--- config.mk ---
export PLATFORM = sky130hd
export DESIGN_NAME = secure_key_bist
export DESIGN_NICKNAME = d
export VERILOG_FILES = /design/src/rtl/skb_pkg.sv /design/src/rtl/skb_tap_select.sv /design/src/rtl/skb_stage_array.sv /design/src/rtl/skb_mode_ctrl.sv /design/src/rtl/secure_key_bist.sv
export SDC_FILE = /design/constraint.sdc
export NUM_CORES = 1
export LEC_CHECK = 0
export ABC_AREA = 1
export ABC_CLOCK_PERIOD_IN_PS = 3410
export BUFFER_PORTS_ARGS = -buffer_cell sky130_fd_sc_hd__buf_4
export CORE_ASPECT_RATIO = 0.9
export CORE_MARGIN = 2
export CORE_UTILIZATION = 56
export CTS_BUF_LIST = sky130_fd_sc_hd__clkbuf_2
export DETAILED_ROUTE_END_ITERATION = 10
export GPL_TIMING_DRIVEN = 0
export PLACE_DENSITY = 0.8
export SLEW_MARGIN = 25
export SYNTH_ARGS = -nofsm -noshare
export SYNTH_HDL_FRONTEND = slang
export SYNTH_SLANG_ARGS = --single-unit
--- constraint.sdc ---
create_clock -name clk -period 3.41 [get_ports clk]
set_input_delay 1.023 -clock clk [delete_from_list [all_inputs] [get_ports clk]]
set_output_delay 1.023 -clock clk [all_outputs]
set_load 0.02 [all_outputs]
--- src/rtl/skb_pkg.sv ---
`timescale 1ns/1ps
// Shared types and constants for the protected key register.
// Assumes the register is at least 32 bits wide so the longest tap set fits.
package skb_pkg;

    // Operating phase of the register bank.
    typedef enum logic [1:0] {
        PH_SAFE  = 2'd0,
        PH_CLEAR = 2'd1,
        PH_RUN   = 2'd2
    } phase_e;

    // Per-cycle operation applied to every stage.
    typedef enum logic [2:0] {
        OP_KEY   = 3'd0,
        OP_ZERO  = 3'd1,
        OP_SEED  = 3'd2,
        OP_SHIFT = 3'd3,
        OP_STEP  = 3'd4
    } op_e;

    localparam int NUM_LEN = 4;
    localparam int MIN_W   = 32;

    // Feedback tap mask for length option k (bit e-1 for each term x^e).
    function automatic logic [31:0] tap_mask(input int k);
        case (k)
            0:       return 32'h0000_000C;
            1:       return 32'h0000_00B8;
            2:       return 32'h0000_B400;
            default: return 32'h8020_0003;
        endcase
    endfunction

    // Active length in stages for a selector value.
    function automatic int len_of(input logic [1:0] sel);
        return 4 << sel;
    endfunction

endpackage

--- src/rtl/skb_tap_select.sv ---
`timescale 1ns/1ps
// Feedback generator: one XOR tree per length option and a 4-to-1 selector.
// Assumes W >= 32; only the low 32 bits can carry taps.
module skb_tap_select
    import skb_pkg::*;
#(
    parameter int W = 32
) (
    input  logic [W-1:0] state,
    input  logic [1:0]   sel,
    output logic         fb
);

    logic [NUM_LEN-1:0] part;

    // One parity tree per selectable polynomial.
    for (genvar k = 0; k < NUM_LEN; k++) begin : g_tree
        assign part[k] = ^(state[31:0] & tap_mask(k));
    end

    // Pick the feedback of the active length.
    assign fb = part[sel];

endmodule

--- src/rtl/skb_stage_array.sv ---
`timescale 1ns/1ps
// Per-stage next-value multiplexers for the key / generator register.
// Each stage picks key, zero, seed, scan rotation or generator shift.
// Stages at or above the active length take zero except in key load.
module skb_stage_array
    import skb_pkg::*;
#(
    parameter int W = 32
) (
    input  op_e          op,
    input  logic [1:0]   len_sel,
    input  logic         fb,
    input  logic [W-1:0] cur,
    input  logic [W-1:0] key,
    input  logic [W-1:0] seed,
    output logic [W-1:0] nxt
);

    for (genvar i = 0; i < W; i++) begin : g_stage
        logic in_len;
        logic is_top;
        logic from_up;
        logic from_low;
        logic bit_n;

        assign in_len = (i < len_of(len_sel));
        assign is_top = (i == len_of(len_sel) - 1);

        // Neighbour toward bit 0 for the scan rotation.
        if (i == W - 1) begin : g_wrap
            assign from_up = cur[0];
        end else begin : g_next
            assign from_up = is_top ? cur[0] : cur[i+1];
        end

        // Neighbour toward the MSB for the generator shift.
        if (i == 0) begin : g_fb
            assign from_low = fb;
        end else begin : g_prev
            assign from_low = cur[i-1];
        end

        // Stage multiplexer selected by the current operation.
        always_comb begin
            case (op)
                OP_KEY:   bit_n = key[i];
                OP_ZERO:  bit_n = 1'b0;
                OP_SEED:  bit_n = in_len & seed[i];
                OP_SHIFT: bit_n = in_len & from_up;
                OP_STEP:  bit_n = in_len & from_low;
                default:  bit_n = 1'b0;
            endcase
        end

        assign nxt[i] = bit_n;
    end

endmodule

--- src/rtl/skb_mode_ctrl.sv ---
`timescale 1ns/1ps
// Mode sequencer: safe -> clear -> run, and back to safe whenever test mode drops.
// Also tracks the length in use to detect selector changes.
// Assumes rst_n is synchronous and active low.
module skb_mode_ctrl
    import skb_pkg::*;
(
    input  logic       clk,
    input  logic       rst_n,
    input  logic       test_mode,
    input  logic [1:0] len_sel,
    input  logic       scan_en,
    output phase_e     phase,
    output op_e        op,
    output logic [1:0] len_q
);

    phase_e phase_n;

    // Decide this cycle's register operation, by priority.
    always_comb begin
        if (!test_mode) begin
            op = OP_KEY;
        end else begin
            case (phase)
                PH_SAFE:  op = OP_ZERO;
                PH_CLEAR: op = OP_SEED;
                default:  op = (len_sel != len_q) ? OP_SEED :
                               (scan_en ? OP_SHIFT : OP_STEP);
            endcase
        end
    end

    // Next phase of the sequence.
    always_comb begin
        if (!test_mode) begin
            phase_n = PH_SAFE;
        end else begin
            case (phase)
                PH_SAFE:  phase_n = PH_CLEAR;
                default:  phase_n = PH_RUN;
            endcase
        end
    end

    // Phase and length registers.
    always_ff @(posedge clk) begin
        if (!rst_n) begin
            phase <= PH_SAFE;
            len_q <= 2'b00;
        end else begin
            phase <= phase_n;
            if (op == OP_SEED) begin
                len_q <= len_sel;
            end
        end
    end

    // entry passes through clear before run.
    p_entry_order_r3: assert property (@(posedge clk) disable iff (!rst_n)
        (phase == PH_SAFE && test_mode) |=> (phase == PH_CLEAR));

    // dropping test mode always lands in safe.
    p_exit_safe_r9: assert property (@(posedge clk) disable iff (!rst_n)
        !test_mode |=> (phase == PH_SAFE));

endmodule

--- src/rtl/secure_key_bist.sv ---
`timescale 1ns/1ps
// Protected key register. Holds KEY_VALUE in safe mode. In test mode it is
// wiped, seeded and run as a length-selectable LFSR read out by scan.
// Assumes KEY_W >= 32 and SEED has a nonzero low nibble.
module secure_key_bist
    import skb_pkg::*;
#(
    parameter int               KEY_W     = 32,
    parameter logic [KEY_W-1:0] KEY_VALUE = 32'hC3A5_96E1,
    parameter logic [KEY_W-1:0] SEED      = 32'h0000_0001
) (
    input  logic             clk,
    input  logic             rst_n,
    input  logic             test_mode,
    input  logic [1:0]       len_sel,
    input  logic             scan_en,
    output logic [KEY_W-1:0] key_out,
    output logic             scan_out
);

    phase_e           phase;
    op_e              op;
    logic [1:0]       len_q;
    logic             fb;
    logic [KEY_W-1:0] key_q;
    logic [KEY_W-1:0] key_n;

    // Mask of the active low bits for a selector value.
    function automatic logic [KEY_W-1:0] len_mask(input logic [1:0] sel);
        logic [KEY_W-1:0] m;
        for (int i = 0; i < KEY_W; i++) begin
            m[i] = (i < len_of(sel));
        end
        return m;
    endfunction

    skb_mode_ctrl u_ctrl (
        .clk       (clk),
        .rst_n     (rst_n),
        .test_mode (test_mode),
        .len_sel   (len_sel),
        .scan_en   (scan_en),
        .phase     (phase),
        .op        (op),
        .len_q     (len_q)
    );

    skb_tap_select #(.W(KEY_W)) u_taps (
        .state (key_q),
        .sel   (len_sel),
        .fb    (fb)
    );

    skb_stage_array #(.W(KEY_W)) u_stages (
        .op      (op),
        .len_sel (len_sel),
        .fb      (fb),
        .cur     (key_q),
        .key     (KEY_VALUE),
        .seed    (SEED),
        .nxt     (key_n)
    );

    // Register bank shared by key storage and pattern generation.
    always_ff @(posedge clk) begin
        if (!rst_n) begin
            key_q <= KEY_VALUE;
        end else begin
            key_q <= key_n;
        end
    end

    // Key is visible to the consumer only in safe phase.
    assign key_out  = (phase == PH_SAFE) ? key_q : '0;
    // Scan path is live only while running in test mode.
    assign scan_out = (phase == PH_RUN) && test_mode && scan_en && key_q[0];

    // an edge in safe mode leaves the key in the bank.
    p_key_reload_r9: assert property (@(posedge clk) disable iff (!rst_n)
        !test_mode |=> (key_q == KEY_VALUE));

    // entering test wipes the bank.
    p_clear_on_entry_r3: assert property (@(posedge clk) disable iff (!rst_n)
        (phase == PH_SAFE && test_mode) |=> (key_q == '0));

    // the clear is followed by the masked seed.
    p_seed_after_clear_r4: assert property (@(posedge clk) disable iff (!rst_n)
        (phase == PH_CLEAR && test_mode) |=> (key_q == (SEED & len_mask($past(len_sel)))));

    // bits above the active length stay zero while running.
    p_upper_clear_r5: assert property (@(posedge clk) disable iff (!rst_n)
        (phase == PH_RUN) |-> ((key_q & ~len_mask(len_q)) == '0));

    // the generator never locks at zero.
    p_never_zero_r6: assert property (@(posedge clk) disable iff (!rst_n)
        (phase == PH_RUN) |-> (key_q != '0));

    // a scan shift moves bit 1 into bit 0.
    p_scan_rotate_r7: assert property (@(posedge clk) disable iff (!rst_n)
        (phase == PH_RUN && test_mode && scan_en && len_sel == len_q)
        |=> (key_q[0] == $past(key_q[1])));

    // a selector change reseeds ahead of any shift.
    p_reseed_r8: assert property (@(posedge clk) disable iff (!rst_n)
        (phase == PH_RUN && test_mode && len_sel != len_q)
        |=> (key_q == (SEED & len_mask($past(len_sel)))));

    // scan output falls silent after leaving test mode.
    p_scan_quiet_r9: assert property (@(posedge clk) disable iff (!rst_n)
        !test_mode |=> !scan_out);

    // the key word is hidden for the whole test session.
    p_key_hidden_r10: assert property (@(posedge clk) disable iff (!rst_n)
        test_mode |=> (key_out == '0));

endmodule

==> out/summary.txt, run 1 <==
Routability cong. = 0.908
DR iter-0 viols = 144
Startpoint Class = input pin
N_diodes = 0
Post-detailed-route count of antenna-violating nets = 0
Synth Cell Area = 2060 um^2
RR Endpoint = key_q[25]$_SDFF_PN1_
Relative slew slack = 0.672
Hold path depth = 2
Sequential share of the synthesized area = 0.350
Clock transition at path regs = 0.17 ns
Clk sink count = 36
Final Max Tran Viols = 0
IR drop worst, VDD = 0.418 mV
Crit path DAT = 2.04 ns
Vias in the first global route = 1792
CTS Root Cell = clkbuf_2
Setup tns final = 0 ns
Distinct cells, synth = 26
Final hold slack = 0.502 ns
Clock Latency Late Sink = 0.40 ns
Final Non-Filler Cells = 410
Hold Startpoint = u_ctrl.phase[0]$_SDFF_PN0_
GRT Util Overall = 0.276
M1 WL = 2390 um
Initial Util = 0.597
CTS Buf Count = 5
Ports = 39
Remaining global-route overflow = 0
I/O Buffers = 36
Yosys warnings = 0
RSZ-0062 raised after global routing = no
Final Hold Viols = 0
Hold Path End = u_ctrl.phase[1]$_SDFF_PN0_
Syn Nets = 328
Area of the die = 4180 um^2
Vias = 2142
R2r setup slk = 1.63 ns
Initial antenna violation count = 0
Reg2reg start = u_ctrl.phase[1]$_SDFF_PN0_
Critical path capture point type = primary output
Final wirelength = 5320 um
Top cell type's share of synthesized area = 0.350
Yosys reg bits = 36
Core Region = 3450 um^2
Max_cap viols = 0
Longest Clk Path Bufs = 2
Worst min-delay path category = reg2reg
Pwr Density = 363 nW/um^2
Met2 Wirelength = 2390 um
Clock period minus final worst setup slack = 3.06 ns
Vias per cell = 5.22
Final #Nets = 371
Worst-path fanout max = 10
Hold bufs inserted after CTS = 0
Die width = 67.9 um
Synth-to-Final Area Change = 18.9%
Commonest non-fill, non-tap cell in the layout = nand2_1
Design Power = 0.000891 W
Setup Buffers After CTS = 0
H-tree levels = 2
Top cells by area, synth = dfxtp_1, nand2_1, nor2_1
Met3 WL post-DR = 418 um
Synth area leader = dfxtp_1
Highest routed layer = met4
Type of the worst setup path = in2out
# resized after CTS = 0
Lkg Pwr = 1.27 nW
Row count = 20
Slew @ Worst Pin = 0.491 ns
Status = finished, final reports clean
First-pass GRT wire length = 8360 um
Worst R2R Path Depth = 6
Ratio of final minimum period to clock period = 0.898
Die H = 61.6 um
Cells after Synth = 322
CP required = 2.39 ns
Endpoints failing setup = 0
Highest clock rate = 0.327 GHz
DP Cell Count = 402
Avg Cell Area, Syn = 6.40 um^2
Fillers = 343
Drc violations = 0
CTS tree = built
Hpwl dp = 3800 um
Most frequent cells in the layout = nand2_1, nor2_1, inv_1
Largest net degree at the start of global routing = 12
Final setup skew = 0.0340 ns
First-pass DRT Iterations = 7
Drt wl/cell = 13.0 um
Share of cells above drive strength 1 = 0.169
-- stage by stage --
stage          area, um^2  setup slack, ns   util
3_3_place_gp         2390            0.337  0.691
5_1_grt              2450            0.204  0.710
6_report             2450            0.348  0.710
3_5_place_dp         2390            0.354  0.691
4_1_cts              2450            0.344  0.710
2_1_floorplan        2060            0.365      -
-- metal layers --
| layer | GRT usage | up-vias |
|---|---|---|
| li1 | - | 1079 |
| met1 | 0.381 | 973 |
| met2 | 0.420 | 78 |
| met3 | 0.0585 | 12 |
| met4 | 0.114 | 0 |
| met5 | 0 | - |
-- worst max-delay path by stage --
stage,cells past startpoint,end,from
after global placement,5,scan_out,test_mode
after floorplan,3,scan_out,test_mode
final,5,scan_out,test_mode
after global routing,5,key_out[8],u_ctrl.phase[1]$_SDFF_PN0_
after detailed placement,5,scan_out,test_mode
after CTS,5,scan_out,test_mode
-- sequential cells by signal, indices dropped and copies added, names as in the netlist --
signal / count
key_q: 32
u_ctrl.len_q: 2
u_ctrl.phase: 2
-- cells in the mapped netlist --
library cell	instances
clkinv_1	1
inv_1	45
dfxtp_1	36
nand2_4	2
nand2_1	97
a31oi_1	3
nor2_1	55
clkbuf_1	5
buf_4	2
o21bai_1	5
o21ai_0	12
xor2_1	2
a21oi_1	4
nor2_4	2
xnor2_1	3
nor4_1	1
nor2_2	1
buf_2	1
o21ai_1	8
o2111ai_2	1
nand3_1	19
nand4_1	8
buf_6	5
nand4_2	1
xor2_2	1
nand3_4	2
-- layout make-up --
type | instances | area (um^2) | share of cell area
multi-input combinational | 227 | 1070 | 0.437
sequential | 36 | 721 | 0.294
timing repair buffer | 36 | 270 | 0.110
inverter | 46 | 173 | 0.0704
buffer | 13 | 95.1 | 0.0388
tap | 44 | 55.1 | 0.0225
clock inverter | 2 | 35.0 | 0.0143
clock buffer | 6 | 30.0 | 0.0123
-- report_power, final --
part | total (W) | switching, W | internal, W | leakage [nW]
Clock | 0.000275 | 0.000149 | 0.000126 | 0.0430
Combinational | 0.000171 | 0.000108 | 0.0000630 | 0.932
Sequential | 0.000444 | 0.00000972 | 0.000435 | 0.295
-- logic make-up after synthesis --
logic type,synth area share
simple gates,0.398
compound gates,0.0929
flops,0.350
xor+xnor,0.0291
buf+inv,0.130
-- worst max-delay path: stages --
cell      delay, ns
buf_4          0.12
clkbuf_1       0.40
inv_1          0.08
nor4_1         0.23
buf_4          0.19
Power figures use the tool's default switching activity.
==> run 2: changes to the inputs <==
--- a/config.mk
+++ b/config.mk
@@ -8,13 +8,12 @@
 export ABC_AREA = 1
 export ABC_CLOCK_PERIOD_IN_PS = 3410
 export BUFFER_PORTS_ARGS = -buffer_cell sky130_fd_sc_hd__buf_4
-export CORE_ASPECT_RATIO = 0.9
 export CORE_MARGIN = 2
 export CORE_UTILIZATION = 56
 export CTS_BUF_LIST = sky130_fd_sc_hd__clkbuf_2
 export DETAILED_ROUTE_END_ITERATION = 10
 export GPL_TIMING_DRIVEN = 0
-export PLACE_DENSITY = 0.8
+export PLACE_DENSITY = 0.81
 export SLEW_MARGIN = 25
 export SYNTH_ARGS = -nofsm -noshare
 export SYNTH_HDL_FRONTEND = slang
==> out/summary.txt, run 2 (synthesis gave the netlist of run 1 again) <==
Vias = 2069 (was 2142)
Fillers = 347 (was 343)
Final setup skew = 0.0101 ns (was 0.0340 ns)
Commonest non-fill, non-tap cell in the layout = nand2_1 (unchanged)
Most frequent cells in the layout = nand2_1, nor2_1, inv_1 (unchanged)
Hpwl dp = 3640 um (was 3800 um)
Initial antenna violation count = 0 (unchanged)
Hold path depth = 2 (unchanged)
Multi-input gate area = 1070 um^2 (unchanged)
Vias in the first global route = 1868 (was 1792)
Status = finished, final reports clean (unchanged)
Max_cap viols = 0 (unchanged)
DR iter-0 viols = 145 (was 144)
Clk sink count = 36 (unchanged)
Final #Nets = 371 (unchanged)
Vias per cell = 5.00 (was 5.22)
Initial Util = 0.571 (was 0.597)
Max FFs per register = 32 (unchanged)
Largest net degree at the start of global routing = 12 (unchanged)
Area of the die = 4180 um^2 (about the same)
Worst R2R Path Depth = 6 (unchanged)
Row count = 22 (was 20)
First-pass DRT Iterations = 4 (was 7)
# resized after CTS = 0 (unchanged)
RSZ-0062 raised after global routing = no (unchanged)
GRT Util Overall = 0.269 (was 0.276)
Most flop-heavy register = key_q (unchanged)
Remaining global-route overflow = 0 (unchanged)
First-pass GRT wire length = 8510 um (was 8360 um)
N_diodes = 0 (unchanged)
Hold bufs inserted after CTS = 0 (unchanged)
Seq. cell area = 721 um^2 (unchanged)
Ports = 39 (unchanged)
Die H = 64.7 um (was 61.6 um)
Crit path DAT = 2.09 ns (was 2.04 ns)
CTS Buf Count = 5 (unchanged)
Ratio of final minimum period to clock period = 0.911 (was 0.898)
Clock Latency Late Sink = 0.40 ns (about the same)
Longest Clk Path Bufs = 2 (unchanged)
Synth-to-Final Area Change = 19.1% (was 18.9%)
Startpoint Class = input pin (unchanged)
Slew @ Worst Pin = 0.519 ns (was 0.491 ns)
Setup tns final = 0 ns (unchanged)
Hold Startpoint = u_ctrl.phase[0]$_SDFF_PN0_ (unchanged)
Final wirelength = 5140 um (was 5320 um)
Post-detailed-route count of antenna-violating nets = 0 (unchanged)
Crit path from = test_mode (unchanged)
Final Hold Viols = 0 (unchanged)
CTS tree = built (unchanged)
Drc violations = 0 (unchanged)
Highest clock rate = 0.322 GHz (was 0.327 GHz)
Relative slew slack = 0.654 (was 0.672)
Worst-path fanout max = 10 (unchanged)
CP max stage cell = clkbuf_1 (unchanged)
Final Util = 0.680 (was 0.710)
Critical Path Max Stage Delay = 0.42 ns (was 0.40 ns)
Critical path capture point type = primary output (unchanged)
Pwr Density = 359 nW/um^2 (was 363 nW/um^2)
Drt wl/cell = 12.4 um (was 13.0 um)
Setup Buffers After CTS = 0 (unchanged)
Share of cells above drive strength 1 = 0.164 (was 0.169)
Final hold slack = 0.498 ns (was 0.502 ns)
Clock transition at path regs = 0.17 ns (about the same)
IR drop worst, VDD = 0.293 mV (was 0.418 mV)
Biggest regs = key_q: 32 flops, u_ctrl.len_q: 2 flops, u_ctrl.phase: 2 flops (unchanged)
Core Region = 3610 um^2 (was 3450 um^2)
Type of the worst setup path = in2out (unchanged)
CTS Root Cell = clkbuf_2 (unchanged)
Design Power = 0.000881 W (was 0.000891 W)
Cell repeated most along the worst path = buf_4 (unchanged)
Worst-path cell chain = buf_4 -> clkbuf_1 -> inv_1 -> nor4_1 -> buf_4 (unchanged)
Clock period minus final worst setup slack = 3.11 ns (was 3.06 ns)
Reg2reg start = u_ctrl.phase[1]$_SDFF_PN0_ (unchanged)
CP required = 2.39 ns (about the same)
H-tree levels = 2 (unchanged)
Die width = 64.7 um (was 67.9 um)
I/O Buffers = 36 (unchanged)
Lkg Pwr = 1.27 nW (about the same)
Worst min-delay path category = reg2reg (unchanged)
Final Max Tran Viols = 0 (unchanged)
Endpoints failing setup = 0 (unchanged)
Routability cong. = 0.880 (was 0.908)
run 2: layout make-up:
class | count | share of cell area
sequential | 36 | 0.294
buffer | 13 | 0.0388
multi-input combinational | 227 | 0.437
inverter | 46 | 0.0704
clock buffer | 5 | 0.0102
tap | 48 | 0.0245
clock inverter | 3 | 0.0153
timing repair buffer | 36 | 0.110
run 2: metal layers:
layer,routed length (um),vias to the layer above,global-route usage
met5,0,-,0
met4,89,0,0.114
met3,332,8,0.0625
met2,2430,56,0.428
met1,2290,921,0.349
li1,-,1084,-
run 2: where the power goes:
group	switching (W)	internal (W)
Sequential	0.00000988	0.000434
Combinational	0.000108	0.0000630
Clock	0.000146	0.000119
Total	0.000264	0.000617
run 2: final timing paths:
path / end / slack (ns)
max: scan_out / 0.30
min: u_ctrl.phase[1]$_SDFF_PN0_ / 0.50
max reg2reg: key_q[18]$_SDFF_PN1_ / 1.71
min reg2reg: u_ctrl.phase[1]$_SDFF_PN0_ / 0.50
run 2: worst max-delay path, delay by kind of cell:
kind	cells	cell delay [ns]
simple gates	1	0.24
buf+inv	4	0.82
run 2: metrics by stage:
stage                     worst slack (ns)  area [um^2]  std cells
final                                0.302         2450        414
after global routing                 0.264         2450        414
after CTS                            0.324         2450        414
after detailed placement             0.333         2390        406
after global placement               0.352         2390        406
after floorplan                      0.365         2060        322
==> run 3: changes to the inputs <==
--- a/config.mk
+++ b/config.mk
@@ -14,6 +14,7 @@
 export DETAILED_ROUTE_END_ITERATION = 10
 export GPL_TIMING_DRIVEN = 0
 export PLACE_DENSITY = 0.81
+export RECOVER_POWER = 50
 export SLEW_MARGIN = 25
 export SYNTH_ARGS = -nofsm -noshare
 export SYNTH_HDL_FRONTEND = slang
==> out/summary.txt, run 3 (synthesis gave the netlist of run 1 again) <==
Status = finished, final reports clean (unchanged)
CTS Buf Count = 5 (unchanged)
First-pass DRT Iterations = 4 (unchanged)
Relative slew slack = 0.625 (was 0.654)
Hpwl dp = 3640 um (unchanged)
Die H = 64.7 um (unchanged)
Vias per cell = 5.05 (was 5.00)
# resized after CTS = 0 (unchanged)
Hold path depth = 2 (unchanged)
Worst-path fanout max = 10 (unchanged)
Multi-input gate area = 1030 um^2 (was 1070 um^2)
Final wirelength = 5110 um (was 5140 um)
Fillers = 363 (was 347)
Endpoints failing setup = 0 (unchanged)
Max_cap viols = 0 (unchanged)
Routability cong. = 0.880 (unchanged)
Die width = 64.7 um (unchanged)
Most frequent cells in the layout = nand2_1, nor2_1, inv_1 (unchanged)
Lkg Pwr = 1.23 nW (was 1.27 nW)
Type of the worst setup path = in2out (unchanged)
Setup tns final = 0 ns (unchanged)
Synth-to-Final Area Change = 15.1% (was 19.1%)
Final Max Tran Viols = 0 (unchanged)
Max FFs per register = 32 (unchanged)
DR iter-0 viols = 119 (was 145)
CP required = 2.39 ns (about the same)
Post-detailed-route count of antenna-violating nets = 0 (unchanged)
GRT Util Overall = 0.269 (unchanged)
Row count = 22 (unchanged)
Commonest non-fill, non-tap cell in the layout = nand2_1 (unchanged)
Worst min-delay path category = reg2reg (unchanged)
Ratio of final minimum period to clock period = 0.907 (was 0.911)
Drt wl/cell = 12.3 um (was 12.4 um)
Critical path capture point type = primary output (unchanged)
Highest clock rate = 0.323 GHz (was 0.322 GHz)
First-pass GRT wire length = 8510 um (unchanged)
Seq. cell area = 721 um^2 (unchanged)
I/O Buffers = 36 (unchanged)
Slew @ Worst Pin = 0.563 ns (was 0.519 ns)
Clock Latency Late Sink = 0.41 ns (was 0.40 ns)
Worst R2R Path Depth = 7 (was 6)
Final Hold Viols = 0 (unchanged)
Pwr Density = 368 nW/um^2 (was 359 nW/um^2)
Area of the die = 4180 um^2 (unchanged)
RR Endpoint = key_q[29]$_SDFF_PN0_ (was key_q[18]$_SDFF_PN1_)
Remaining global-route overflow = 0 (unchanged)
Vias = 2092 (was 2069)
CTS tree = built (unchanged)
Startpoint Class = input pin (unchanged)
Longest Clk Path Bufs = 2 (unchanged)
Crit path DAT = 2.07 ns (was 2.09 ns)
Final setup skew = 0.0119 ns (was 0.0101 ns)
H-tree levels = 2 (unchanged)
DP Worst Slack = 0.333 ns (unchanged)
Core Region = 3610 um^2 (unchanged)
Drc violations = 0 (unchanged)
Largest net degree at the start of global routing = 12 (unchanged)
Initial antenna violation count = 0 (unchanged)
CTS Root Cell = clkbuf_2 (unchanged)
Hold bufs inserted after CTS = 0 (unchanged)
Clk sink count = 36 (unchanged)
R2r setup slk = 1.25 ns (was 1.71 ns)
Hold Startpoint = u_ctrl.phase[0]$_SDFF_PN0_ (unchanged)
Final #Nets = 371 (unchanged)
Hold Path End = u_ctrl.phase[1]$_SDFF_PN0_ (unchanged)
Vias in the first global route = 1868 (unchanged)
Setup Buffers After CTS = 0 (unchanged)
Reg2reg start = u_ctrl.len_q[0]$_SDFFE_PN0N_ (was u_ctrl.phase[1]$_SDFF_PN0_)
Share of cells above drive strength 1 = 0.134 (was 0.164)
RSZ-0062 raised after global routing = no (unchanged)
Clock transition at path regs = 0.17 ns (about the same)
Most flop-heavy register = key_q (unchanged)
N_diodes = 0 (unchanged)
IR drop worst, VDD = 0.290 mV (was 0.293 mV)
Clock period minus final worst setup slack = 3.09 ns (was 3.11 ns)
Worst setup margin = 0.319 ns (was 0.302 ns)
Biggest regs = key_q: 32 flops, u_ctrl.len_q: 2 flops, u_ctrl.phase: 2 flops (unchanged)
Ports = 39 (unchanged)
Initial Util = 0.571 (unchanged)
==> run 3: cell count changes in the layout (fill, tap and decap cells not counted), moves of 2 or more <==
cell      delta
nand3_4      -2
clkbuf_1     +6
buf_6        -4
o21ai_0      +5
nand3_1      +2
o21ai_1      -5
==> run 3: how the worst max path moves through the flow <==
stage               slack (ns)  cells past startpoint       from       end
floorplan                 0.36                      3  test_mode  scan_out
global placement          0.35                      5  test_mode  scan_out
detailed placement        0.33                      5  test_mode  scan_out
CTS                       0.32                      5  test_mode  scan_out
global route              0.29                      5  test_mode  scan_out
finish                    0.32                      5  test_mode  scan_out
==> run 3: report_power, final <==
group	internal [W]	switching, W	total, W
clock	0.000119	0.000148	0.000267
sequential	0.000434	0.00000977	0.000444
combinational	0.0000583	0.000104	0.000162
==> run 3: area by class of cell <==
class                           count  area share
Multi-Input combinational cell    227       0.432
Tap cell                           48      0.0253
Clock inverter                      3      0.0158
Clock buffer                        5      0.0105
Inverter                           46      0.0728
Buffer                             13      0.0253
Sequential cell                    36       0.304
Timing Repair Buffer               36       0.114
==> run 3: stage by stage <==
| stage | cell area (um^2) | power, W | util | std cells | hold WS [ns] |
|---|---|---|---|---|---|
| floorplan | 2060 | 0.000565 | - | 322 | 0.450 |
| global route | 2370 | 0.000923 | 0.658 | 414 | 0.545 |
| finish | 2370 | 0.000873 | 0.658 | 414 | 0.502 |
| detailed placement | 2390 | 0.000623 | 0.663 | 406 | 0.477 |
| global placement | 2390 | 0.000621 | 0.663 | 406 | 0.467 |
| CTS | 2450 | 0.000888 | 0.680 | 414 | 0.501 |
==> run 3: worst max-delay path: stages <==
cell	delay (ns)
buf_4	0.10
clkbuf_1	0.42
inv_1	0.09
nor4_1	0.24
buf_4	0.19
==> run 3: routing by layer <==
metal,up-vias,share of wire,track usage
met3,10,0.057,0.0625
met5,-,0,0
met1,942,0.45,0.349
met4,0,0.019,0.114
li1,1082,-,-
met2,58,0.47,0.428
